File: config.mk
export PLATFORM = sky130hd
export DESIGN_NAME = lane_comma_sync
export DESIGN_NICKNAME = d
export VERILOG_FILES = /design/src/rtl/lane_sync_pkg.sv /design/src/rtl/comma_scanner.sv /design/src/rtl/boundary_tracker.sv /design/src/rtl/sync_fsm.sv /design/src/rtl/lane_comma_sync.sv
export SDC_FILE = /design/constraint.sdc
export NUM_CORES = 1
export LEC_CHECK = 0
export ABC_CLOCK_PERIOD_IN_PS = 7520
export BUFFER_PORTS_ARGS = -buffer_cell sky130_fd_sc_hd__clkbuf_2
export CORE_MARGIN = 4
export CORE_UTILIZATION = 30
export CTS_BUF_LIST = sky130_fd_sc_hd__clkbuf_8
export DETAILED_ROUTE_END_ITERATION = 10
export GPL_ROUTABILITY_DRIVEN = 0
export GPL_TIMING_DRIVEN = 0
export PLACE_DENSITY = 0.44
export SETUP_SLACK_MARGIN = 0.15
export SLEW_MARGIN = 20
export SYNTH_ARGS = -nofsm -noshare
export SYNTH_HDL_FRONTEND = slang
export SYNTH_HIERARCHICAL = 1
export SYNTH_SLANG_ARGS = --single-unit
File: constraint.sdc
create_clock -name clk -period 7.52 [get_ports clk]
set_input_delay 0.376 -clock clk [delete_from_list [all_inputs] [get_ports clk]]
set_output_delay 0.376 -clock clk [all_outputs]
set_load 0.1 [all_outputs]
File: src/rtl/lane_sync_pkg.sv
package lane_sync_pkg;

  localparam int SYM_W = 10;
  localparam int OFF_W = $clog2(SYM_W);
  localparam int WIN_W = 2 * SYM_W - 1;
  localparam int TAG_W = 7;

  localparam logic [TAG_W-1:0] TAG_LOW  = 7'b0011111;
  localparam logic [TAG_W-1:0] TAG_HIGH = 7'b1100000;

  typedef logic [SYM_W-1:0] sym_t;
  typedef logic [WIN_W-1:0] win_t;
  typedef logic [OFF_W-1:0] off_t;

  typedef enum logic {ST_HUNT, ST_LOCKED} lock_st_e;

  // comma test on the first seven received bits of a group
  function automatic logic is_comma(sym_t s);
    return (s[SYM_W-1 -: TAG_W] == TAG_LOW) || (s[SYM_W-1 -: TAG_W] == TAG_HIGH);
  endfunction

  // group starting k bits after the first bit of the previous word
  function automatic sym_t slice_at(win_t w, off_t k);
    win_t t;
    t = w >> ((SYM_W - 1) - int'(k));
    return t[SYM_W-1:0];
  endfunction

  // lowest set index of a per-offset match vector
  function automatic off_t lowest_set(sym_t v);
    off_t r;
    r = '0;
    for (int i = SYM_W - 1; i >= 0; i--) begin
      if (v[i]) r = off_t'(i);
    end
    return r;
  endfunction

endpackage

File: src/rtl/comma_scanner.sv
module comma_scanner
  import lane_sync_pkg::*;
(
  input  win_t win,
  output sym_t match,
  output logic hit,
  output off_t hit_off
);

  for (genvar k = 0; k < SYM_W; k++) begin : g_off
    assign match[k] = is_comma(slice_at(win, off_t'(k)));
  end

  assign hit     = |match;
  assign hit_off = lowest_set(match);

endmodule

File: src/rtl/boundary_tracker.sv
module boundary_tracker
  import lane_sync_pkg::*;
(
  input  logic clk,
  input  logic rst_n,
  input  win_t win,
  input  sym_t match,
  input  logic hit,
  input  off_t hit_off,
  input  logic locked,
  output off_t boundary,
  output sym_t word_q,
  output logic comma_q,
  output logic moved_q
);

  off_t eff;
  logic relocate;

  always_comb begin
    relocate = !locked && hit && (hit_off != boundary);
    eff      = relocate ? hit_off : boundary;
  end

  always_ff @(posedge clk or negedge rst_n) begin
    if (!rst_n) begin
      boundary <= '0;
      word_q   <= '0;
      comma_q  <= 1'b0;
      moved_q  <= 1'b0;
    end else begin
      boundary <= eff;
      word_q   <= slice_at(win, eff);
      comma_q  <= match[eff];
      moved_q  <= relocate;
    end
  end

endmodule

File: src/rtl/sync_fsm.sv
module sync_fsm
  import lane_sync_pkg::*;
#(
  parameter int COMMAS_TO_LOCK  = 4,
  parameter int ERRS_TO_UNLOCK  = 4,
  parameter int GOOD_TO_FORGIVE = 4,
  localparam int EW = $clog2(ERRS_TO_UNLOCK + 1)
) (
  input  logic          clk,
  input  logic          rst_n,
  input  logic          sig_ok,
  input  logic          code_err,
  input  logic          comma,
  input  logic          moved,
  output logic          locked,
  output logic [EW-1:0] err_level
);

  localparam int CW = $clog2(COMMAS_TO_LOCK + 1);
  localparam int GW = $clog2(GOOD_TO_FORGIVE + 1);

  lock_st_e      st, st_n;
  logic [CW-1:0] cnt, cnt_n;
  logic [EW-1:0] err, err_n;
  logic [GW-1:0] good, good_n;

  always_comb begin
    st_n   = st;
    cnt_n  = cnt;
    err_n  = err;
    good_n = good;
    if (!sig_ok) begin
      st_n   = ST_HUNT;
      cnt_n  = '0;
      err_n  = '0;
      good_n = '0;
    end else if (st == ST_HUNT) begin
      if (code_err) begin
        cnt_n = '0;
      end else if (moved) begin
        cnt_n = CW'(1);
      end else if (comma) begin
        if (cnt == CW'(COMMAS_TO_LOCK - 1)) begin
          st_n   = ST_LOCKED;
          cnt_n  = '0;
          err_n  = '0;
          good_n = '0;
        end else begin
          cnt_n = cnt + CW'(1);
        end
      end
    end else begin
      if (code_err) begin
        good_n = '0;
        if (err == EW'(ERRS_TO_UNLOCK - 1)) begin
          st_n  = ST_HUNT;
          err_n = '0;
          cnt_n = '0;
        end else begin
          err_n = err + EW'(1);
        end
      end else if (err != '0) begin
        if (good == GW'(GOOD_TO_FORGIVE - 1)) begin
          good_n = '0;
          err_n  = err - EW'(1);
        end else begin
          good_n = good + GW'(1);
        end
      end
    end
  end

  always_ff @(posedge clk or negedge rst_n) begin
    if (!rst_n) begin
      st   <= ST_HUNT;
      cnt  <= '0;
      err  <= '0;
      good <= '0;
    end else begin
      st   <= st_n;
      cnt  <= cnt_n;
      err  <= err_n;
      good <= good_n;
    end
  end

  assign locked    = (st == ST_LOCKED);
  assign err_level = err;

endmodule

File: src/rtl/lane_comma_sync.sv
module lane_comma_sync
  import lane_sync_pkg::*;
#(
  parameter int COMMAS_TO_LOCK  = 4,
  parameter int ERRS_TO_UNLOCK  = 4,
  parameter int GOOD_TO_FORGIVE = 4
) (
  input  logic             clk,
  input  logic             rst_n,
  input  logic [SYM_W-1:0] rx_word,
  input  logic             sig_ok,
  input  logic             code_err,
  output logic [SYM_W-1:0] aligned_word,
  output logic             comma_seen,
  output logic             in_sync
);

  localparam int EW = $clog2(ERRS_TO_UNLOCK + 1);

  sym_t          prev_q;
  win_t          win;
  sym_t          match;
  logic          hit;
  off_t          hit_off;
  off_t          boundary;
  logic          moved;
  logic [EW-1:0] err_level;

  always_ff @(posedge clk or negedge rst_n) begin
    if (!rst_n) prev_q <= '0;
    else        prev_q <= rx_word;
  end

  assign win = {prev_q, rx_word[SYM_W-1:1]};

  comma_scanner u_scan (
    .win     (win),
    .match   (match),
    .hit     (hit),
    .hit_off (hit_off)
  );

  boundary_tracker u_bound (
    .clk      (clk),
    .rst_n    (rst_n),
    .win      (win),
    .match    (match),
    .hit      (hit),
    .hit_off  (hit_off),
    .locked   (in_sync),
    .boundary (boundary),
    .word_q   (aligned_word),
    .comma_q  (comma_seen),
    .moved_q  (moved)
  );

  sync_fsm #(
    .COMMAS_TO_LOCK  (COMMAS_TO_LOCK),
    .ERRS_TO_UNLOCK  (ERRS_TO_UNLOCK),
    .GOOD_TO_FORGIVE (GOOD_TO_FORGIVE)
  ) u_fsm (
    .clk       (clk),
    .rst_n     (rst_n),
    .sig_ok    (sig_ok),
    .code_err  (code_err),
    .comma     (comma_seen),
    .moved     (moved),
    .locked    (in_sync),
    .err_level (err_level)
  );

endmodule

=== Word level (Yosys, flattened, before mapping) ===
Index checks and enable logic that the tools add are counted.

* $add $sub $neg: 5
* Order comparisons: 1
* Equal/unequal tests: 33
* Shift operators: 1
* Multiplexer cells: 44
* Reduce and logical (&&, ||, !) cells: 18

{| class="wikitable"
|+ Operators with widths
! cell !! number
|-
| equality test 7 x 5 -> 1 bit (second input constant) || 10
|-
| equality test 7 bit (second input constant) || 10
|-
| 2-to-1 mux 3 bit || 23
|-
| 2-to-1 mux 4 bit || 11
|-
| right shift 19 x 32 -> 10 bit || 1
|-
| logical OR 1 bit || 10
|-
| OR reduction 10 bit || 1
|-
| adder 3 x 1 -> 3 bit (second input constant) || 3
|-
| equality test 3 x 2 -> 1 bit (second input constant) || 3
|-
| 2-to-1 mux 1 bit || 9
|-
| inequality test 3 bit (second input constant) || 3
|-
| inequality test 4 bit (second input constant) || 2
|-
| inequality test 3 x 1 -> 1 bit (second input constant) || 2
|-
| AND reduction 6 bit || 1
|-
| less-than comparator 4 x 5 -> 1 bit (second input constant) || 1
|-
| AND reduction 5 bit || 1
|-
| subtractor 4 x 4 -> 5 bit (first input constant) || 1
|-
| binary-select mux 1 bit (select 4 bit) || 1
|-
| inequality test 4 x 1 -> 1 bit (second input constant) || 1
|-
| inequality test 4 bit || 1
|-
| inequality test 3 x 2 -> 1 bit (second input constant) || 1
|-
| AND reduction 3 bit || 1
|-
| nonzero test 3 bit || 1
|-
| subtractor 3 x 1 -> 3 bit (second input constant) || 1
|-
| 2 further kinds || 3
|}

* Flip-flop bits (word level): 36
* Bits of input ports: 14
* Output and inout port bits: 12
* Word-level logic and storage cells: 111

=== Longest topological paths before layout ===
Gate-level depths: netlist of the first run.

* Word-level depth: 17
* Depth in mapped cells: 16
* Mapped depth without buffers: 12

=== Modules after synthesis ===
Netlist of the first run, hierarchy kept.

{| class="wikitable"
|+ Modules (own cells, without submodules)
! module !! times used !! cells each !! area an instance (um^2) !! seq. area each (um^2)
|-
| boundary_tracker || 1 || 151 || 1408.9 || 400.4
|-
| sync_fsm || 1 || 68 || 636.9 || 250.2
|-
| comma_scanner || 1 || 72 || 435.4 || 0.0
|-
| lane_comma_sync || 1 || 10 || 250.2 || 250.2
|}

=== Least setup slack after synthesis of the first run ===
Ideal clock, no wire load.

* Path type: flip-flop to flip-flop
* From: register prev_q[3]
* To: register u_bound.word_q[0]
* Library setup time: 124 ps
* Arrival: 3390 ps
* Required time: 7396 ps
* Path slack: 4006 ps
* Stages on the path, launching flop included: 17
* Buffers on the path: 4
* Period minus slack after synthesis: 3514 ps
* Cells stage by stage: dfrtp_1 buf_2 nand4_1 nor2_1 a221o_1 a21oi_1 nand3_1 nand2b_4 buf_6 mux2i_4 buf_4 buf_2 ha_1 xnor2_4 nor2_1 a22o_1 o31a_1

* Elaborated cells between the ends (all ways): 35
* Classes of those cells: add/sub: 1; eq/ne: 15; shift: 1; mux: 8; reduce/logical: 10

{| class="wikitable"
|+ RTL lines
! what !! line !! text
|-
| from (decl) || lane_comma_sync.sv:20 || <nowiki>sym_t prev_q;</nowiki>
|-
| from (signal assigned) || lane_comma_sync.sv:31 || <nowiki>else prev_q <= rx_word;</nowiki>
|-
| equality test 7 x 5 -> 1 bit or equality test 7 bit (tied branches) || lane_sync_pkg.sv:19 || <nowiki>return (s[SYM_W-1 -: TAG_W] == TAG_LOW) || (s[SYM_W-1 -: TAG_W] == TAG_HIGH);</nowiki>
|-
| logical OR 1 bit || lane_sync_pkg.sv:19 ||
|-
| OR reduction 10 bit * || comma_scanner.sv:14 || <nowiki>assign hit = |match;</nowiki>
|-
| net hit || lane_comma_sync.sv:23 || <nowiki>logic hit;</nowiki>
|-
| logical AND 1 bit * (2 in series) || boundary_tracker.sv:21 || <nowiki>relocate = !locked && hit && (hit_off != boundary);</nowiki>
|-
| 2-to-1 mux 4 bit * || boundary_tracker.sv:22 || <nowiki>eff = relocate ? hit_off : boundary;</nowiki>
|-
| subtractor 4 x 4 -> 5 bit * || lane_sync_pkg.sv:25 || <nowiki>t = w >> ((SYM_W - 1) - int'(k));</nowiki>
|-
| right shift 19 x 32 -> 10 bit * || lane_sync_pkg.sv:25 ||
|-
| to (signal assigned) || boundary_tracker.sv:33 || <nowiki>word_q <= slice_at(win, eff);</nowiki>
|-
| to (decl) || boundary_tracker.sv:12 || <nowiki>output sym_t word_q,</nowiki>
|}

The timed path passes the listed nets; every way through them passes the cells marked *.
A chain may end at the register's enable or synchronous reset.

=== Final worst setup path of the first run ===
* From: register prev_q[3]
* To: register u_bound.word_q[2]

Same word-level chain as after synthesis.

==> metrics.txt, run 1 <==
PnR Total Power 865.6 uW; Final Instance Count excl. Fillers approximately 440; Psw 451.5 uW; Fmax about 240 MHz; RR Endpoint u_bound/word_q[2]; fill count about 930; Pleak ~1.4 nW; combinational share of power roughly 55%; Die W 103.4 um; Initial Utilization about 31%; Ant. Diodes 0; post-synthesis compound-gate area fraction between 10% and 20%; post_cts resized 0; Critical Path RT 7.71 ns; most frequent cells in the layout dfrtp_1 (36), nand2_1 (33), mux2i_1 (28), clkbuf_2 (25), nor2_1 (23); r2r worst-path depth 16; buffer count from post-CTS setup fixing 0; layout cells sized above 1 a little under a fifth; Reg clk slew, reported paths 0.07 ns; Synth Area in Adders roughly 2.7%; number of synthesized register bits 36; worst hold path class input port to flip-flop; Routed Antenna Nets 0; Clock Root Buffer clkbuf_8; multiplexer share of the synthesized area between 10 and 15%; Most used DFF post-synth dfrtp_1; final hold vios 0; P_int roughly 410 uW; number of vias per cell around 5.5; Slowest cell on crit path nor2_1; CP startpoint kind flip-flop; # setup viols final 0; worst-path maximum fanout 10; Worst Hold Depth 1; Min Clock Period, post-route approximately 4.3 ns; synthesis-to-finish area growth 12.83%; PnR worst setup slack between 3 and 4 ns; largest net degree at the start of global routing 37; number of global-route vias before repair about 2,400; Cells after Synth between 300 and 400; Worst R2R Start prev_q[3]; placed insts roughly 430; critical path class flip-flop to flip-flop; Seq/Total Area, Yosys between 30% and 40%; async set-reset flop share out of synthesis 100.0%; worst reg-to-reg setup slack 3.27 ns; CTS tree yes; Final TNS setup 0 ns; clk_lat worst skew 0.28 ns; total congestion overflow 0; dpl ws approximately 3.4 ns; worst vdd ir approximately 0.16 mV; Final period util between 50% and 60%; Pwr Density ~280 mW/mm^2; Syn Std Cell Area 0.002731 mm^2; antenna violations before repair 0; Final Cell Area 0.003082 mm^2; CP Capture Type flip-flop; Worst-Margin Slew roughly 0.95 ns; commonest non-fill, non-tap cell in the layout dfrtp_1; Routed WL approximately 7200 um; clk_skew 0.004846 ns; synth unique cells 72; combinational family with the most area after synthesis simple AND/OR/NAND/NOR gates; WL per Instance roughly 16 um; die height between 100 and 150 um; clock power share between 15 and 20%; sequential share of power 28.5%; Clock Path Buffers 2; DRC violations left 0; CP max stage delay between 0.4 and 0.5 ns; hold endpoint prev_q[0]; GRT Total Usage 14.43%; via count approximately 2,400; 1st-iter DRT viols between 150 and 200; number of buffers created by CTS 5; Cell Chain, Critical Path buf_2, nand4_1, nor2_1, a221o_1, a21oi_1, nand3_1, nand2b_4, buf_6, mux2i_4, buf_4, buf_2, ha_1, xnor2_1, nor2_1, a22oi_1, o221ai_1; Top Family by Delay on Critical Path compound AO/OA/AOI/OAI gates; Core ar. roughly 0.009 mm^2; multi-input combinational cell area around 0.0017 mm^2; hold buffers post-CTS 0; DP Area approximately 0.0030 mm^2; Final Max Slew Viols 0; RSZ-0062 raised after global routing false; 1st-pass router iterations 4; Synth Area in Simple Gates approximately 22%; CP Data Arrival Time roughly 4.4 ns; Sequential Area roughly 900 um^2; DIE AREA 0.01069 mm^2; CP bufs+invs 4; warning count from the yosys run 6; CTS Sinks 36; Mapped Avg Cell Area 9.074 um^2; Layout Nets 353; Post-synth EDFFs 0; xor/xnor share of the synthesized area just under 3%; first-pass GRT wire length approximately 12,000 um; # Max-Cap Violations 0; sw frac a little over half; hpwl dp approximately 5500 um; row count 34; syn nets 321; CTS H-tree depth 2; I/O Buffers 25; Ports 26; Max-slew headroom between 30% and 40%; min-delay src rx_word[0]; status finished, final reports clean
synthesized netlist by cell type, types with 2 or more instances:
library cell / instances / share of area, %
nor2_2: 2 / 0.46
or4_1: 4 / 1.1
mux2i_2: 2 / 1.0
nand2_1: 33 / 4.5
nor3b_1: 3 / 0.82
a21o_1: 2 / 0.55
mux2i_1: 28 / 10
clkbuf_1: 3 / 0.41
o21ai_1: 3 / 0.55
nand3b_1: 2 / 0.55
inv_1: 13 / 1.8
mux2i_4: 2 / 1.6
buf_4: 5 / 1.4
o21ai_0: 6 / 1.1
dfrtp_1: 36 / 33
and4_1: 2 / 0.64
xnor2_1: 5 / 1.6
o31ai_1: 5 / 1.4
a221o_1: 2 / 0.73
a211oi_1: 2 / 0.55
nand4b_1: 2 / 0.64
nor3_1: 9 / 1.6
mux2_2: 2 / 0.82
o31a_1: 2 / 0.64
nand4_1: 5 / 1.1
nand3_1: 9 / 1.6
o22ai_1: 2 / 0.46
a22oi_1: 7 / 1.9
a221oi_1: 2 / 0.64
a21oi_1: 21 / 3.8
nand2b_1: 4 / 0.92
ha_1: 6 / 2.7
buf_6: 3 / 1.2
nor2_1: 23 / 3.2
o41ai_1: 2 / 0.64
buf_2: 3 / 0.55
nor4_1: 4 / 0.92
final cells by class:
type	count	area share (%)
clock buffers	6	2.680
clock inverters	2	0.2436
flip-flops and latches	36	29.23
inverters	15	1.908
well taps	108	4.385
multi-input cells	235	54.20
repair buffers	25	4.060
plain buffers	15	3.289
kinds of logic after synthesis:
group	count (synthesis)
adders and majority gates	6
xor gates and xnor gates	7
DFF	36
and+or+nand+nor	114
AOI/OAI and AO/OA	73
muxes	35
buffers and inverters	30
power by group through the flow:
stage	sequential (mW)	combinational, mW	clock [mW]
3_5_place_dp	0.252	0.476	0
6_report	0.247	0.477	0.142
4_1_cts	0.248	0.476	0.150
3_3_place_gp	0.251	0.477	0
2_1_floorplan	0.459	0.178	0
5_1_grt	0.252	0.505	0.157
registers in the layout, indices dropped and copies added (netlist names):
signal,flops
prev_q,10
u_bound/boundary,4
u_bound/comma_q,1
u_bound/moved_q,1
u_bound/word_q,10
u_fsm/cnt,3
u_fsm/err_level,3
u_fsm/good,3
u_fsm/locked,1
worst max path at each step:
| stage | from | to | slack [ns] | cells past startpoint |
|---|---|---|---|---|
| 2_1_floorplan | prev_q[3] | u_bound/word_q[0] | 4.01 | 16 |
| 3_3_place_gp | rx_word[9] | u_bound/word_q[2] | 3.33 | 16 |
| 3_5_place_dp | prev_q[5] | u_bound/word_q[2] | 3.37 | 16 |
| 4_1_cts | prev_q[5] | u_bound/word_q[2] | 3.35 | 16 |
| 5_1_grt | prev_q[5] | u_bound/word_q[2] | 2.94 | 16 |
| 6_report | prev_q[3] | u_bound/word_q[2] | 3.27 | 16 |
routing by layer:
metal  global-route usage, %  wire, um  vias to the layer above
li1                        -         -                     1185
met1                   20.07      3334                     1185
met2                   23.53      3469                       63
met3                   2.616       382                        8
met4                   2.888        47                        0
met5                       0         0                        -
stage by stage:
step                      hold WS (ns)  utilization [%]
after floorplan                0.08041                -
after global placement          0.4785            33.97
after detailed placement        0.4764            33.97
after CTS                       0.1817            35.00
after global routing            0.1806            35.00
final                           0.1917            35.00
No activity file was read; power rests on OpenSTA's default activity.
==> run 2, diff against run 1 <==
--- a/config.mk
+++ b/config.mk
@@ -5,7 +5,7 @@
 export SDC_FILE = /design/constraint.sdc
 export NUM_CORES = 1
 export LEC_CHECK = 0
-export ABC_CLOCK_PERIOD_IN_PS = 7520
+export ABC_CLOCK_PERIOD_IN_PS = 3800
 export BUFFER_PORTS_ARGS = -buffer_cell sky130_fd_sc_hd__clkbuf_2
 export CORE_MARGIN = 4
 export CORE_UTILIZATION = 30
@@ -13,7 +13,7 @@
 export DETAILED_ROUTE_END_ITERATION = 10
 export GPL_ROUTABILITY_DRIVEN = 0
 export GPL_TIMING_DRIVEN = 0
-export PLACE_DENSITY = 0.44
+export PLACE_DENSITY = 0.46
 export SETUP_SLACK_MARGIN = 0.15
 export SLEW_MARGIN = 20
 export SYNTH_ARGS = -nofsm -noshare
==> constraint.sdc (replaced) <==
create_clock -name clk -period 3.8 [get_ports clk]
set_input_delay 0.19 -clock clk [delete_from_list [all_inputs] [get_ports clk]]
set_output_delay 0.19 -clock clk [all_outputs]
set_load 0.1 [all_outputs]
==> run 2 against run 1 <==
- clock power rose to 3.3 times the previous value
- setup slack got worse by 3.0 ns
- critical path depth did not move
- first-iteration DRC count shrank 28%
- largest cell class unchanged
- highest routed layer unchanged
==> metrics.txt, run 2 (synthesis gave the netlist of run 1 again) <==
status finished, final reports clean; Clock Root Buffer clkbuf_8; Worst-Margin Slew ~0.60 ns; first-pass GRT wire length roughly 12,000 um; largest net degree at the start of global routing 37; global-route track usage on met3 2.616%; Routed Antenna Nets 0; Layout Nets ~360; clk_lat worst skew slightly below 0.3 ns; DIE AREA between 0.01 and 0.015 mm^2; via count about 2,400; RSZ-0062 raised after global routing false; Sequential Area roughly 900 um^2; synthesis-to-finish area growth 24.05%; met2 Usage GRT a little under a quarter; clk_skew 0.005573 ns; worst vdd ir roughly 0.27 mV; largest registers prev_q x10, u_bound/word_q x10, u_bound/boundary x4; row count 34; Max-slew headroom between 50% and 60%; multi-input combinational cell area 0.001803 mm^2; Pleak between 1.5 and 2 nW; Core ar. 0.008806 mm^2; Initial Utilization between 30% and 40%; die height ~100 um; Final Instance Count excl. Fillers 451; antenna violations before repair 0; CTS H-tree depth 2; placed insts approximately 430; number of vias per cell roughly 5.4; Slowest cell on crit path or4b_4; # Max-Cap Violations 0; Final Cell Area ~0.0034 mm^2; final hold vios 0; Cell Chain, Critical Path buf_6, nand4_1, or4b_4, o31ai_4, nor4_4, nand3_1, nand2b_4, buf_8, mux2i_4, buf_6, buf_6, ha_4, xnor2_4, nor2_1, a22o_1, o31a_1; layout cells sized above 1 between 20% and 30%; Pwr Density 582.5 mW/mm^2; Final TNS setup 0 ns; most frequent cells in the layout dfrtp_1 (34), nand2_1 (33), clkbuf_2 (29), mux2i_1 (25); Final period util between 90% and 100%; Reg clk slew, reported paths ~0.080 ns; total congestion overflow 0; Ant. Diodes 0; GRT Total Usage 14.22%; Routed WL 7354 um; 1st-pass router iterations 4; Die W 103.4 um; DRC violations left 0; hpwl dp around 5400 um; CTS tree yes; Clock Path Buffers 2; Final Max Slew Viols 0; 1st-iter DRT viols 131; DP Area around 0.003 mm^2; I/O Buffers 25; Fmax about 280 MHz; cell mode on critical path buf_6; global route hottest layer met2; fill count between 800 and 900; WL per Instance between 15 and 20 um; CP Data Arrival Time 3.69 ns; post-layout util between 30% and 40%; critical path class flip-flop to flip-flop; worst-path maximum fanout 10; Min Clock Period, post-route ~3.5 ns; Ports 26; number of buffers created by CTS 5; CTS Sinks 36; met1 GRT Util 19.24%; # setup viols final 0; worst hold path class input port to flip-flop; number of global-route vias before repair about 2,400; CP startpoint kind flip-flop; commonest non-fill, non-tap cell in the layout dfrtp_1; Critical Path RT 3.98 ns; CP max stage delay between 0.5 and 0.6 ns; CP Capture Type flip-flop
[run 2: cell types whose count changed in the layout (fill, tap and decap cells not counted), moves of 3 or more]
cell,change
clkbuf_2,+4
buf_4,+3
mux2i_1,-3
bufinv_16,+3
clkbuf_1,-3
[run 2: final timing paths]
check	cells past startpoint	slack, ns	endpoint	startpoint
max	16	0.28	u_bound/word_q[0]	prev_q[0]
min	1	0.02	prev_q[2]	rx_word[2]
max reg2reg	16	0.28	u_bound/word_q[0]	prev_q[0]
min reg2reg	1	0.49	u_fsm/good[0]	u_fsm/good[0]
max in group asynchronous	3	3.05	prev_q[2]	rst_n
min in group asynchronous	2	0.30	u_fsm/err_level[2]	rst_n
[run 2: repair_timing]
| item | in CTS | in global routing |
|---|---|---|
| gates cloned | 0 | 1 |
| resized for setup | 13 | 18 |
| endpoints found under the hold margin | 1 | 8 |
| hold buffers | 1 | 1 |
| buffers inserted | 2 | 3 |
| pin swaps | 1 | 5 |
| endpoints found under the setup margin | 10 | 11 |
[run 2: layout make-up]
class	instances	area share (%)
Buffer	15	3.730
Clock inverter	3	2.659
Multi-Input combinational cell	236	53.21
Inverter	15	1.736
Timing Repair Buffer	33	5.982
Clock buffer	5	2.031
Sequential cell	36	26.66
Tap cell	108	3.988
[run 2: per-stage QoR]
step                      power [mW]  setup WS (ns)  hold slack, ns
final                          1.974         0.2817         0.02060
after global routing           2.073         0.1349         0.01273
after CTS                      1.958         0.1690        0.008471
after detailed placement       1.441        -0.3994          0.3014
after global placement         1.440        -0.3692          0.3019
after floorplan                1.260         0.2862         -0.1056
[run 2: per-layer routing]
layer  routed length, um  vias to the layer above  share of wire, %
met5                   0                        -                 0
met2                3470                       44                47
met4                  42                        0              0.57
met3                 226                        5               3.1
li1                    -                     1205                 -
met1                3615                     1182                49
[run 2: critical path, delay by kind of cell (launching register included)]
| kind | cells | cell delay [ns] |
|---|---|---|
| xor+xnor | 1 | 0.27 |
| simple gates | 6 | 1.05 |
| compound gates | 3 | 0.62 |
| flops | 1 | 0.44 |
| fa+ha+maj | 1 | 0.22 |
| buf+inv | 4 | 0.60 |
| mux | 1 | 0.19 |
[run 2: power by group]
part / leakage (nW) / switching [mW] / total [mW] / internal [mW]
Clock: 0.0784 / 0.147 / 0.475 / 0.328
Combinational: 0.989 / 0.740 / 1.01 / 0.268
Sequential: 0.453 / 0.0373 / 0.490 / 0.453
Total: 1.52 / 0.924 / 1.97 / 1.05
